File: src/rtl/brc_pkg.sv
`timescale 1ns/1ps
package brc_pkg;

  typedef enum logic [1:0] {
    K_BRANCH     = 2'b00,
    K_CALL_REL   = 2'b01,
    K_CALL_IND   = 2'b10,
    K_BRANCH_ALT = 2'b11
  } req_kind_e;

  typedef enum logic [3:0] {
    C_ALWAYS = 4'd0,
    C_NEVER  = 4'd1,
    C_EQ     = 4'd2,
    C_NE     = 4'd3,
    C_CS     = 4'd4,
    C_CC     = 4'd5,
    C_MI     = 4'd6,
    C_PL     = 4'd7,
    C_VS     = 4'd8,
    C_VC     = 4'd9,
    C_HI     = 4'd10,
    C_LS     = 4'd11,
    C_GE     = 4'd12,
    C_LT     = 4'd13,
    C_GT     = 4'd14,
    C_LE     = 4'd15
  } cond_e;

  typedef enum logic [1:0] {
    PS_IDLE = 2'd0,
    PS_LO   = 2'd1,
    PS_HI   = 2'd2,
    PS_FIN  = 2'd3
  } push_st_e;

endpackage

File: src/rtl/brc_cond_eval.sv
`timescale 1ns/1ps
module brc_cond_eval
  import brc_pkg::*;
(
  input  logic [3:0] cond,
  input  logic       fn,
  input  logic       fz,
  input  logic       fc,
  input  logic       fv,
  output logic       take
);

  logic lower_or_same;
  logic signed_less;
  logic signed_le;

  assign lower_or_same = fz | fc;
  assign signed_less   = fn ^ fv;
  assign signed_le     = (fz | fn) ^ fv;

  always_comb begin
    unique case (cond_e'(cond))
      C_ALWAYS: take = 1'b1;
      C_NEVER:  take = 1'b0;
      C_EQ:     take = fz;
      C_NE:     take = ~fz;
      C_CS:     take = fc;
      C_CC:     take = ~fc;
      C_MI:     take = fn;
      C_PL:     take = ~fn;
      C_VS:     take = fv;
      C_VC:     take = ~fv;
      C_HI:     take = ~lower_or_same;
      C_LS:     take = lower_or_same;
      C_GE:     take = ~signed_less;
      C_LT:     take = signed_less;
      C_GT:     take = ~signed_le;
      C_LE:     take = signed_le;
    endcase
  end

endmodule

File: src/rtl/brc_target_calc.sv
`timescale 1ns/1ps
module brc_target_calc
  import brc_pkg::*;
#(
  parameter int PC_W    = 24,
  parameter int WORD_W  = 16,
  parameter int SHORT_W = 8
) (
  input  logic [1:0]        kind,
  input  logic [PC_W-1:0]   pc,
  input  logic [WORD_W-1:0] disp,
  input  logic [WORD_W-1:0] ireg,
  output logic [PC_W-1:0]   target
);

  logic [PC_W-1:0] halfword_off;
  logic [PC_W-1:0] sum;

  always_comb begin
    unique case (req_kind_e'(kind))
      K_CALL_REL: halfword_off = PC_W'($signed(disp));
      K_CALL_IND: halfword_off = PC_W'(ireg);
      default:    halfword_off = PC_W'($signed(disp[SHORT_W-1:0]));
    endcase
  end

  assign sum    = pc + (halfword_off << 1);
  assign target = {sum[PC_W-1:1], 1'b0};

endmodule

File: src/rtl/brc_push_seq.sv
`timescale 1ns/1ps
module brc_push_seq
  import brc_pkg::*;
#(
  parameter int PC_W   = 24,
  parameter int SP_W   = 16,
  parameter int WORD_W = 16
) (
  input  logic              clk,
  input  logic              rst_n,
  input  logic              load,
  input  logic              full_mode,
  input  logic [SP_W-1:0]   base_addr,
  input  logic [PC_W-1:0]   ret_pc,
  output logic              push_valid,
  output logic [SP_W-1:0]   push_addr,
  output logic [WORD_W-1:0] push_data,
  output logic              push_done,
  output logic              busy
);

  localparam int HI_W      = PC_W - WORD_W;
  localparam int WORD_STEP = WORD_W / 8;

  push_st_e          state_q, state_d;
  logic [SP_W-1:0]   addr_q;
  logic [PC_W-1:0]   pc_q;
  logic              full_q;
  logic [WORD_W-1:0] lo_word;
  logic [WORD_W-1:0] hi_word;

  always_comb begin
    state_d = state_q;
    unique case (state_q)
      PS_IDLE: if (load) state_d = PS_LO;
      PS_LO:   state_d = full_q ? PS_HI : PS_FIN;
      PS_HI:   state_d = PS_FIN;
      PS_FIN:  state_d = PS_IDLE;
    endcase
  end

  always_ff @(posedge clk or negedge rst_n) begin
    if (!rst_n) begin
      state_q <= PS_IDLE;
      addr_q  <= '0;
      pc_q    <= '0;
      full_q  <= 1'b0;
    end else begin
      state_q <= state_d;
      if (load && (state_q == PS_IDLE)) begin
        addr_q <= base_addr;
        pc_q   <= ret_pc;
        full_q <= full_mode;
      end
    end
  end

  assign lo_word = pc_q[WORD_W-1:0];

  generate
    if (HI_W > 0) begin : g_hi_word
      assign hi_word = WORD_W'(pc_q[PC_W-1:WORD_W]);
    end else begin : g_no_hi_word
      assign hi_word = '0;
    end
  endgenerate

  assign push_valid = (state_q == PS_LO) || (state_q == PS_HI);
  assign push_addr  = (state_q == PS_HI) ? addr_q + SP_W'(WORD_STEP) : addr_q;
  assign push_data  = (state_q == PS_HI) ? hi_word : lo_word;
  assign push_done  = (state_q == PS_FIN);
  assign busy       = (state_q != PS_IDLE);

  assert_second_push_addr_R9: assert property (@(posedge clk) disable iff (!rst_n)
    (push_valid && $past(push_valid)) |-> push_addr == SP_W'($past(push_addr) + SP_W'(WORD_STEP)));

  assert_done_after_push_R10: assert property (@(posedge clk) disable iff (!rst_n)
    $fell(push_valid) |-> push_done);

  assert_done_single_R10: assert property (@(posedge clk) disable iff (!rst_n)
    push_done |=> !push_done);

endmodule

File: src/rtl/branch_target_unit.sv
`timescale 1ns/1ps
module branch_target_unit
  import brc_pkg::*;
#(
  parameter int PC_W   = 24,
  parameter int SP_W   = 16,
  parameter int WORD_W = 16
) (
  input  logic              clk,
  input  logic              rst_n,
  input  logic              req_valid,
  input  logic [1:0]        req_kind,
  input  logic [3:0]        cond,
  input  logic              flag_n,
  input  logic              flag_z,
  input  logic              flag_c,
  input  logic              flag_v,
  input  logic [PC_W-1:0]   pc_in,
  input  logic [WORD_W-1:0] disp,
  input  logic [WORD_W-1:0] ireg,
  input  logic [SP_W-1:0]   sp_in,
  input  logic              page_zero,
  output logic              res_valid,
  output logic [PC_W-1:0]   next_pc,
  output logic              taken,
  output logic [SP_W-1:0]   new_sp,
  output logic              push_valid,
  output logic [SP_W-1:0]   push_addr,
  output logic [WORD_W-1:0] push_data,
  output logic              push_done,
  output logic              busy
);

  localparam int SHORT_W    = 8;
  localparam int FRAME_PAGE = WORD_W / 8;
  localparam int FRAME_FULL = 2 * FRAME_PAGE;

  logic            rst_meta_q, rst_sync_q;
  logic            accept;
  logic            is_call;
  logic            cond_take;
  logic            taken_d;
  logic [PC_W-1:0] target;
  logic [PC_W-1:0] next_pc_d;
  logic [SP_W-1:0] new_sp_d;
  logic            res_valid_q, taken_q;
  logic [PC_W-1:0] next_pc_q;
  logic [SP_W-1:0] new_sp_q;

  // reset: asserted at once, released after two clock edges
  always_ff @(posedge clk or negedge rst_n) begin
    if (!rst_n) begin
      rst_meta_q <= 1'b0;
      rst_sync_q <= 1'b0;
    end else begin
      rst_meta_q <= 1'b1;
      rst_sync_q <= rst_meta_q;
    end
  end

  brc_cond_eval u_cond (
    .cond (cond),
    .fn   (flag_n),
    .fz   (flag_z),
    .fc   (flag_c),
    .fv   (flag_v),
    .take (cond_take)
  );

  brc_target_calc #(
    .PC_W    (PC_W),
    .WORD_W  (WORD_W),
    .SHORT_W (SHORT_W)
  ) u_target (
    .kind   (req_kind),
    .pc     (pc_in),
    .disp   (disp),
    .ireg   (ireg),
    .target (target)
  );

  assign is_call   = (req_kind == K_CALL_REL) || (req_kind == K_CALL_IND);
  assign accept    = req_valid && !busy;
  assign taken_d   = is_call | cond_take;
  assign next_pc_d = taken_d ? target : pc_in;

  always_comb begin
    new_sp_d = sp_in;
    if (is_call) begin
      new_sp_d = page_zero ? sp_in - SP_W'(FRAME_PAGE) : sp_in - SP_W'(FRAME_FULL);
    end
  end

  always_ff @(posedge clk or negedge rst_sync_q) begin
    if (!rst_sync_q) begin
      res_valid_q <= 1'b0;
      taken_q     <= 1'b0;
      next_pc_q   <= '0;
      new_sp_q    <= '0;
    end else begin
      res_valid_q <= accept;
      if (accept) begin
        taken_q   <= taken_d;
        next_pc_q <= next_pc_d;
        new_sp_q  <= new_sp_d;
      end
    end
  end

  brc_push_seq #(
    .PC_W   (PC_W),
    .SP_W   (SP_W),
    .WORD_W (WORD_W)
  ) u_push (
    .clk        (clk),
    .rst_n      (rst_sync_q),
    .load       (accept && is_call),
    .full_mode  (~page_zero),
    .base_addr  (new_sp_d),
    .ret_pc     (pc_in),
    .push_valid (push_valid),
    .push_addr  (push_addr),
    .push_data  (push_data),
    .push_done  (push_done),
    .busy       (busy)
  );

  assign res_valid = res_valid_q;
  assign taken     = taken_q;
  assign next_pc   = next_pc_q;
  assign new_sp    = new_sp_q;

  assert_taken_even_R1: assert property (@(posedge clk) disable iff (!rst_sync_q)
    (res_valid && taken) |-> !next_pc[0]);

  assert_untaken_keeps_pc_R5: assert property (@(posedge clk) disable iff (!rst_sync_q)
    (res_valid && !taken) |-> next_pc == $past(pc_in));

  assert_call_taken_R6: assert property (@(posedge clk) disable iff (!rst_sync_q)
    (res_valid && $past(is_call)) |-> taken);

  assert_page_frame_R8: assert property (@(posedge clk) disable iff (!rst_sync_q)
    (res_valid && $past(is_call && page_zero)) |-> new_sp == SP_W'($past(sp_in) - SP_W'(FRAME_PAGE)));

  assert_full_frame_R9: assert property (@(posedge clk) disable iff (!rst_sync_q)
    (res_valid && $past(is_call && !page_zero)) |-> new_sp == SP_W'($past(sp_in) - SP_W'(FRAME_FULL)));

  assert_first_push_with_result_R10: assert property (@(posedge clk) disable iff (!rst_sync_q)
    (res_valid && $past(is_call)) |-> (push_valid && push_addr == new_sp));

  assert_no_accept_busy_R11: assert property (@(posedge clk) disable iff (!rst_sync_q)
    res_valid |-> !$past(busy));

  assert_branch_keeps_sp_R12: assert property (@(posedge clk) disable iff (!rst_sync_q)
    (res_valid && !$past(is_call)) |-> (new_sp == $past(sp_in) && !push_valid));

endmodule

File: config.mk
export PLATFORM = sky130hd
export DESIGN_NAME = branch_target_unit
export DESIGN_NICKNAME = d
export VERILOG_FILES = /design/src/rtl/brc_pkg.sv /design/src/rtl/brc_cond_eval.sv /design/src/rtl/brc_target_calc.sv /design/src/rtl/brc_push_seq.sv /design/src/rtl/branch_target_unit.sv
export SDC_FILE = /design/constraint.sdc
export NUM_CORES = 1
export LEC_CHECK = 0
export CORE_ASPECT_RATIO = 0.8
export CORE_MARGIN = 4
export CORE_UTILIZATION = 65
export CTS_CLUSTER_DIAMETER = 30
export DETAILED_ROUTE_END_ITERATION = 6
export DONT_BUFFER_PORTS = 1
export PLACE_DENSITY = 0.82
export SLEW_MARGIN = 20
export SYNTH_ARGS = -nofsm -noshare
export SYNTH_HDL_FRONTEND = slang
export SYNTH_SLANG_ARGS = --single-unit
File: constraint.sdc
create_clock -name clk -period 3.25 [get_ports clk]
set_clock_uncertainty 0.05 [all_clocks]
set_input_delay 0.65 -clock clk [delete_from_list [all_inputs] [get_ports clk]]
set_output_delay 0.65 -clock clk [all_outputs]
set_load 0.01 [all_outputs]
== Yosys cells after proc, flatten, opt, wreduce, memory -nomap -nowiden ==
Cells that the tools add are included.

* Equality and inequality tests: 21
* Reduce and logical (&&, ||, !) cells: 9
* Add/sub/neg operators: 4
* Muxes and demuxes: 10
* Bitwise gates (word level): 13

{| class="wikitable"
|+ Operator list
! kind !! count
|-
| $mux W16 || 4
|-
| $pmux W23 S2 || 1
|-
| $eq A4 B4 Y1 const B || 8
|-
| $add A24 B24 Y24 || 1
|-
| $mux W24 || 1
|-
| $add A16 B2 Y16 const B || 1
|-
| $eq A4 B3 Y1 const B || 4
|-
| $pmux W1 S16 || 1
|-
| $sub A16 B2 Y16 const B || 1
|-
| $sub A16 B3 Y16 const B || 1
|-
| $eq A4 B2 Y1 const B || 2
|-
| $not A1 Y1 || 8
|-
| $pmux W2 S4 || 1
|-
| $eq A2 B2 Y1 const B || 3
|-
| $eq A2 B1 Y1 const B || 2
|-
| $eq A4 B1 Y1 const B || 1
|-
| $logic_not A4 Y1 || 1
|-
| $logic_and A1 B1 Y1 || 3
|-
| $or A1 B1 Y1 || 3
|-
| $logic_not A2 Y1 || 1
|-
| $logic_or A1 B1 Y1 || 2
|-
| $mux W2 || 1
|-
| $ne A2 B1 Y1 const B || 1
|-
| $reduce_bool A2 Y1 || 1
|-
| other kinds (3) || 4
|}

* Logic and storage cells: 67
* Output and inout bits: 77
* Bits of input ports: 86
* Register bits after elaboration: 87

== Depth between registers and ports, before layout ==
* Depth after elaboration: 6
* Gate-level depth with buffers: 16
* Mapped depth without buffers: 14

== Cells and area by module ==
From an unflattened synthesis, not the netlist that was laid out.

* Cells, all modules: 604
* Area total of the unflattened synthesis: 5,878.1 µm²

{| class="wikitable"
|+ Modules (own cells, without submodules)
! module !! area each (µm²) !! instances !! sequential area each (µm²) !! cells an instance
|-
| branch_target_unit || 2,210.9 || 1 || 1,101.1 || 224
|-
| brc_push_seq || 2,130.8 || 1 || 1,076.0 || 163
|-
| brc_target_calc || 1,377.6 || 1 || 0.0 || 195
|-
| brc_cond_eval || 158.9 || 1 || 0.0 || 22
|}

== Worst setup path after synthesis ==
OpenSTA, ideal clock, no wires.

* Path type: input -> register
* From: input port req_kind[0]
* To: register next_pc_q[23] (netlist: next_pc[23])
* Setup time: 0.131 ns
* Required time: 3.069 ns
* Arrival: 3.714 ns
* Buffers on the path: 2
* Stages on the path: 16
* Path slack: -0.645 ns
* Cell sequence: inv_1 > ha_1 > buf_2 > or2_2 > clkbuf_1 > a22o_1 > ha_1 > fa_1 > a21oi_1 > o211ai_2 > a211o_2 > a211oi_2 > o31ai_1 > a21boi_0 > nor2_1 > o211ai_1

* Longest elaborated chain between the ends: 4
* Elaborated cells on any way between the ends: 7
* Classes of those cells: add/sub: 1; eq/ne: 2; mux: 2; bitwise: 1; reduce/logical: 1

{| class="wikitable"
|+ Ends and longest elaborated chain
! element !! line !! text
|-
| start, declared || branch_target_unit.sv:12 || <nowiki>input logic [1:0] req_kind,</nowiki>
|-
| $eq A2 B2 Y1 / $eq A2 B1 Y1 (equally long branches) || brc_target_calc.sv:20, branch_target_unit.sv:82 ||
|-
| $pmux W23 S2 / $logic_or A1 B1 Y1 (equally long branches) || brc_target_calc.sv:20, branch_target_unit.sv:82 ||
|-
| $add A24 B24 Y24 / $or A1 B1 Y1 (equally long branches) || brc_target_calc.sv:27, branch_target_unit.sv:84 ||
|-
| $mux W24 (*) || branch_target_unit.sv:85 || <nowiki>assign next_pc_d = taken_d ? target : pc_in;</nowiki>
|-
| end signal, assigned || branch_target_unit.sv:104 || <nowiki>next_pc_q <= next_pc_d;</nowiki>
|-
| end, declared || branch_target_unit.sv:47 || <nowiki>logic [PC_W-1:0] next_pc_q;</nowiki>
|}

Every way passes the cells marked *; elsewhere a longest branch is shown, timed or not.
A chain may end at the register's enable or synchronous reset.

== Worst setup path after layout ==
Ends and elaborated chain as after synthesis.

==> impl_metrics.json <==
{
  "grt_use_total_pct": 29.0,
  "htreeDepth": 3,
  "final_antenna_net_count": 0,
  "n_antenna_cell": 0,
  "synth_enable_flop_cells": 0,
  "setup.worst_path.start": "req_kind[0]",
  "drt-wirelength-per-cell_um": 19.4,
  "grt_max_degree": 86,
  "die_area_um2": 10300,
  "drv_slew": 0,
  "drtIter0Drc": 415,
  "grt_pass1_wl_um": 24100,
  "die_x_um": 112,
  "synth_cell_type_count": 58,
  "cts_root_buf": "clkbuf_8",
  "worstSkewPairLatency_ns": 0.36,
  "design_area_um2": 6420,
  "fill_cells": 624,
  "routabilityCongestion": 0.903,
  "power_mw": 4.78,
  "rsz0062_at_grt": "no",
  "io_pins": 163,
  "rrSetupSlack_ns": 0.80,
  "critPathCapture": "next_pc[23]",
  "coreArea_um2": 8480,
  "synth_area_um2": 5660,
  "cts_buffer_depth": 2,
  "drv_cap": 0,
  "placementRows": 30,
  "synth-adder-area-share_pct": 7.64,
  "critPathArrivalTime_ns": 3.36,
  "post-place-ws_ns": -0.310,
  "slowest_delay_ns": 0.41,
  "startpoint_type": "primary input",
  "synth_compound_area_share_pct": 16.9,
  "area_growth_pct": 13.4,
  "cts_sinks": 87,
  "yosys_warnings": 0,
  "synth_area_leaders": "dfrtp_1 38%, ha_1 7.3%, mux2_2 6.8%, nand2_1 6.6%, o21ai_0 5.5%",
  "post_cts_buffers": 0,
  "drc": 0,
  "grt.overflow.total": 0,
  "syn-num-nets": 743,
  "cp_max_fo": 4,
  "leakage_nw": 3.02,
  "antenna_found_initial": 0,
  "synth-xor-area-share_pct": 7.42,
  "crit_required_ns": 3.43,
  "async_reset_ff_share_pct": 100,
  "setup-violations-final": 0,
  "dp_hpwl_um": 11400,
  "min_path_type": "reg -> async",
  "cts_buffers": 9,
  "synth_top_family_by_area": "compound AO/OA/AOI/OAI gates",
  "synth_ff_type": "dfrtp_1",
  "worstMarginPinSlew_ns": 0.808,
  "fin_ws_ns": 0.0686,
  "place_inst": 759,
  "synth_top_area_share_pct": 38.4,
  "finalWirelength_um": 15100,
  "clkSlewWorstSetupHoldPaths_ns": 0.10,
  "synth.yosys.seq_area_share_pct": 38.4,
  "synthCells": 623,
  "start_util_pct": 66.8,
  "p_per_area_nw_per_um2": 745,
  "postSynthAreaPerCell_um2": 9.09,
  "rr_startpoint": "u_push.state_q[0]",
  "placed_area_um2": 6170,
  "drt-vias-per-instance": 6.16,
  "drive_gt1_share_pct": 19.8,
  "synth-seq-cells": 87,
  "r2r-end": "u_push.state_q[0]",
  "crit_slowest_cell": "fa_2",
  "synth.area.mux_share_pct": 9.76,
  "rr_worst_depth": 8,
  "firstDrtPassIters": 5,
  "ir_drop_mv": 0.408,
  "yosysTopAreaCell": "dfrtp_1",
  "io_buffers": 0,
  "stdcell_count": 777,
  "hold_violations": 0,
  "grt_pass1_vias": 4762,
  "crit_chain": "inv_4 > ha_4 > or2_4 > a22o_1 > ha_2 > fa_2 > a21oi_4 > o211ai_2 > a211o_2 > a211oi_4 > o31ai_1 > a21boi_1 > nor2_1 > o211ai_1",
  "worstSetupPathType": "in -> reg",
  "yosys.area_share.simple_pct": 16.3,
  "period_needed_ns": 3.18,
  "dr_total_vias": 4786,
  "status": "finished clean",
  "final_nets": 780,
  "slew_headroom_pct": 46.1,
  "die_h_um": 91.5,
  "fmax_ghz": 0.314,
  "end_kind": "flip-flop",
  "cts_tree": "yes",
  "fin_crit_sh_pct": 97.9
}
through the flow:
| step | TNS (ns) | hold WS [ns] | util, % |
|---|---|---|---|
| 5_1_grt | 0 | 0.242 | 75.7 |
| 6_report | 0 | 0.211 | 75.7 |
| 2_1_floorplan | -1.14 | 0.281 | - |
| 3_5_place_dp | -1.84 | 0.290 | 72.7 |
| 3_3_place_gp | -0.811 | 0.288 | 72.7 |
| 4_1_cts | 0 | 0.317 | 75.2 |
cell usage after synthesis, drive strengths merged, types with 2 or more instances:
cell type   n
a21boi      2
ha         33
nor3        5
o31a        2
o21ai      64
nor2b      15
inv        17
a21oi      35
a21o       10
nand3      12
dfrtp      87
a211oi      3
nand2      99
mux2i      17
nor2       37
a31oi       5
xor2       20
a221oi      7
and3        7
nand2b      8
o21bai      3
or3         4
o211ai      4
a22o        8
buf        12
nand4       6
or2         2
xnor2      28
a211o       2
clkbuf     18
mux2       34
nor4        3
where the power goes:
part           switching, mW  internal, mW  total, mW
clock network          0.467         0.304      0.771
logic                   1.06         0.845       1.91
registers              0.513          1.59       2.10
timing repair:
| item | CTS | global route |
|---|---|---|
| gates resized for setup | 0 | 4 |
| endpoints found under the setup margin | 0 | 3 |
| hold buffers | 1 | 0 |
| hold endpoints to repair | 2 | 0 |
how the worst min path moves through the flow:
stage                     from         end  slack [ns]  cells past startpoint
global route        rst_sync_q   new_sp[4]        0.24                      0
global placement    rst_meta_q  rst_sync_q        0.29                      0
CTS                 rst_meta_q  rst_sync_q        0.32                      0
floorplan           rst_meta_q  rst_sync_q        0.28                      0
finish              rst_sync_q   new_sp[1]        0.21                      0
detailed placement  rst_meta_q  rst_sync_q        0.29                      0
routing by layer:
metal / GRT usage [%] / vias to the layer above / wire, um
met5: 0 / - / 0
met4: 7.31 / 0 / 311
met3: 8.19 / 29 / 1290
met2: 46.2 / 209 / 6970
met1: 39.3 / 2299 / 6480
li1: - / 2249 / -
layout make-up:
type / count / area, um^2 / share of cell area, %
clock inverters: 7 / 73.8 / 1.15
inverters: 17 / 66.3 / 1.03
clock buffers: 9 / 124 / 1.93
flip-flops and latches: 87 / 2180 / 34.0
multi-input cells: 489 / 3370 / 52.5
well taps: 112 / 140 / 2.18
repair buffers: 56 / 468 / 7.29
state kept, by name (all words and copies together), names as in the netlist:
register / cells
next_pc: 24
u_push.pc_q: 24
new_sp: 16
u_push.addr_q: 16
u_push.state_q: 2
res_valid: 1
rst_meta_q: 1
rst_sync_q: 1
taken: 1
u_push.full_q: 1
layout by cell type, fill, tap and decap left out, drive strengths merged, types with 2 or more instances in the layout:
| master | count |
|---|---|
| nand2 | 99 |
| clkinv | 3 |
| nand3 | 12 |
| and3 | 7 |
| mux2i | 17 |
| or3 | 4 |
| or2 | 2 |
| dfrtp | 87 |
| nor3 | 5 |
| nor2 | 37 |
| a31oi | 5 |
| o211ai | 4 |
| a22o | 8 |
| xor2 | 20 |
| a21o | 10 |
| nor4 | 3 |
| a211oi | 3 |
| o21ai | 64 |
| xnor2 | 28 |
| o21bai | 3 |
| ha | 33 |
| nand4 | 6 |
| nand2b | 8 |
| clkbuf | 9 |
| a21oi | 35 |
| a211o | 2 |
| buf | 55 |
| inv | 21 |
| a21boi | 2 |
| a221oi | 7 |
| mux2 | 34 |
| o31a | 2 |
| nor2b | 15 |
critical path, delay by kind of cell:
kind	cells	cell delay, ns
and+or+nand+nor	2	0.36
adders and majority gates	3	0.82
buffers and inverters	1	0.02
AOI/OAI and AO/OA	8	1.52
cell families after synthesis:
kind of cell,Yosys count
buffers and inverters,47
AOI/OAI and AO/OA,153
DFF,87
muxes,51
xor gates and xnor gates,48
and+or+nand+nor,202
adders and majority gates,34
other,1
(Power assumes the default switching activity.)
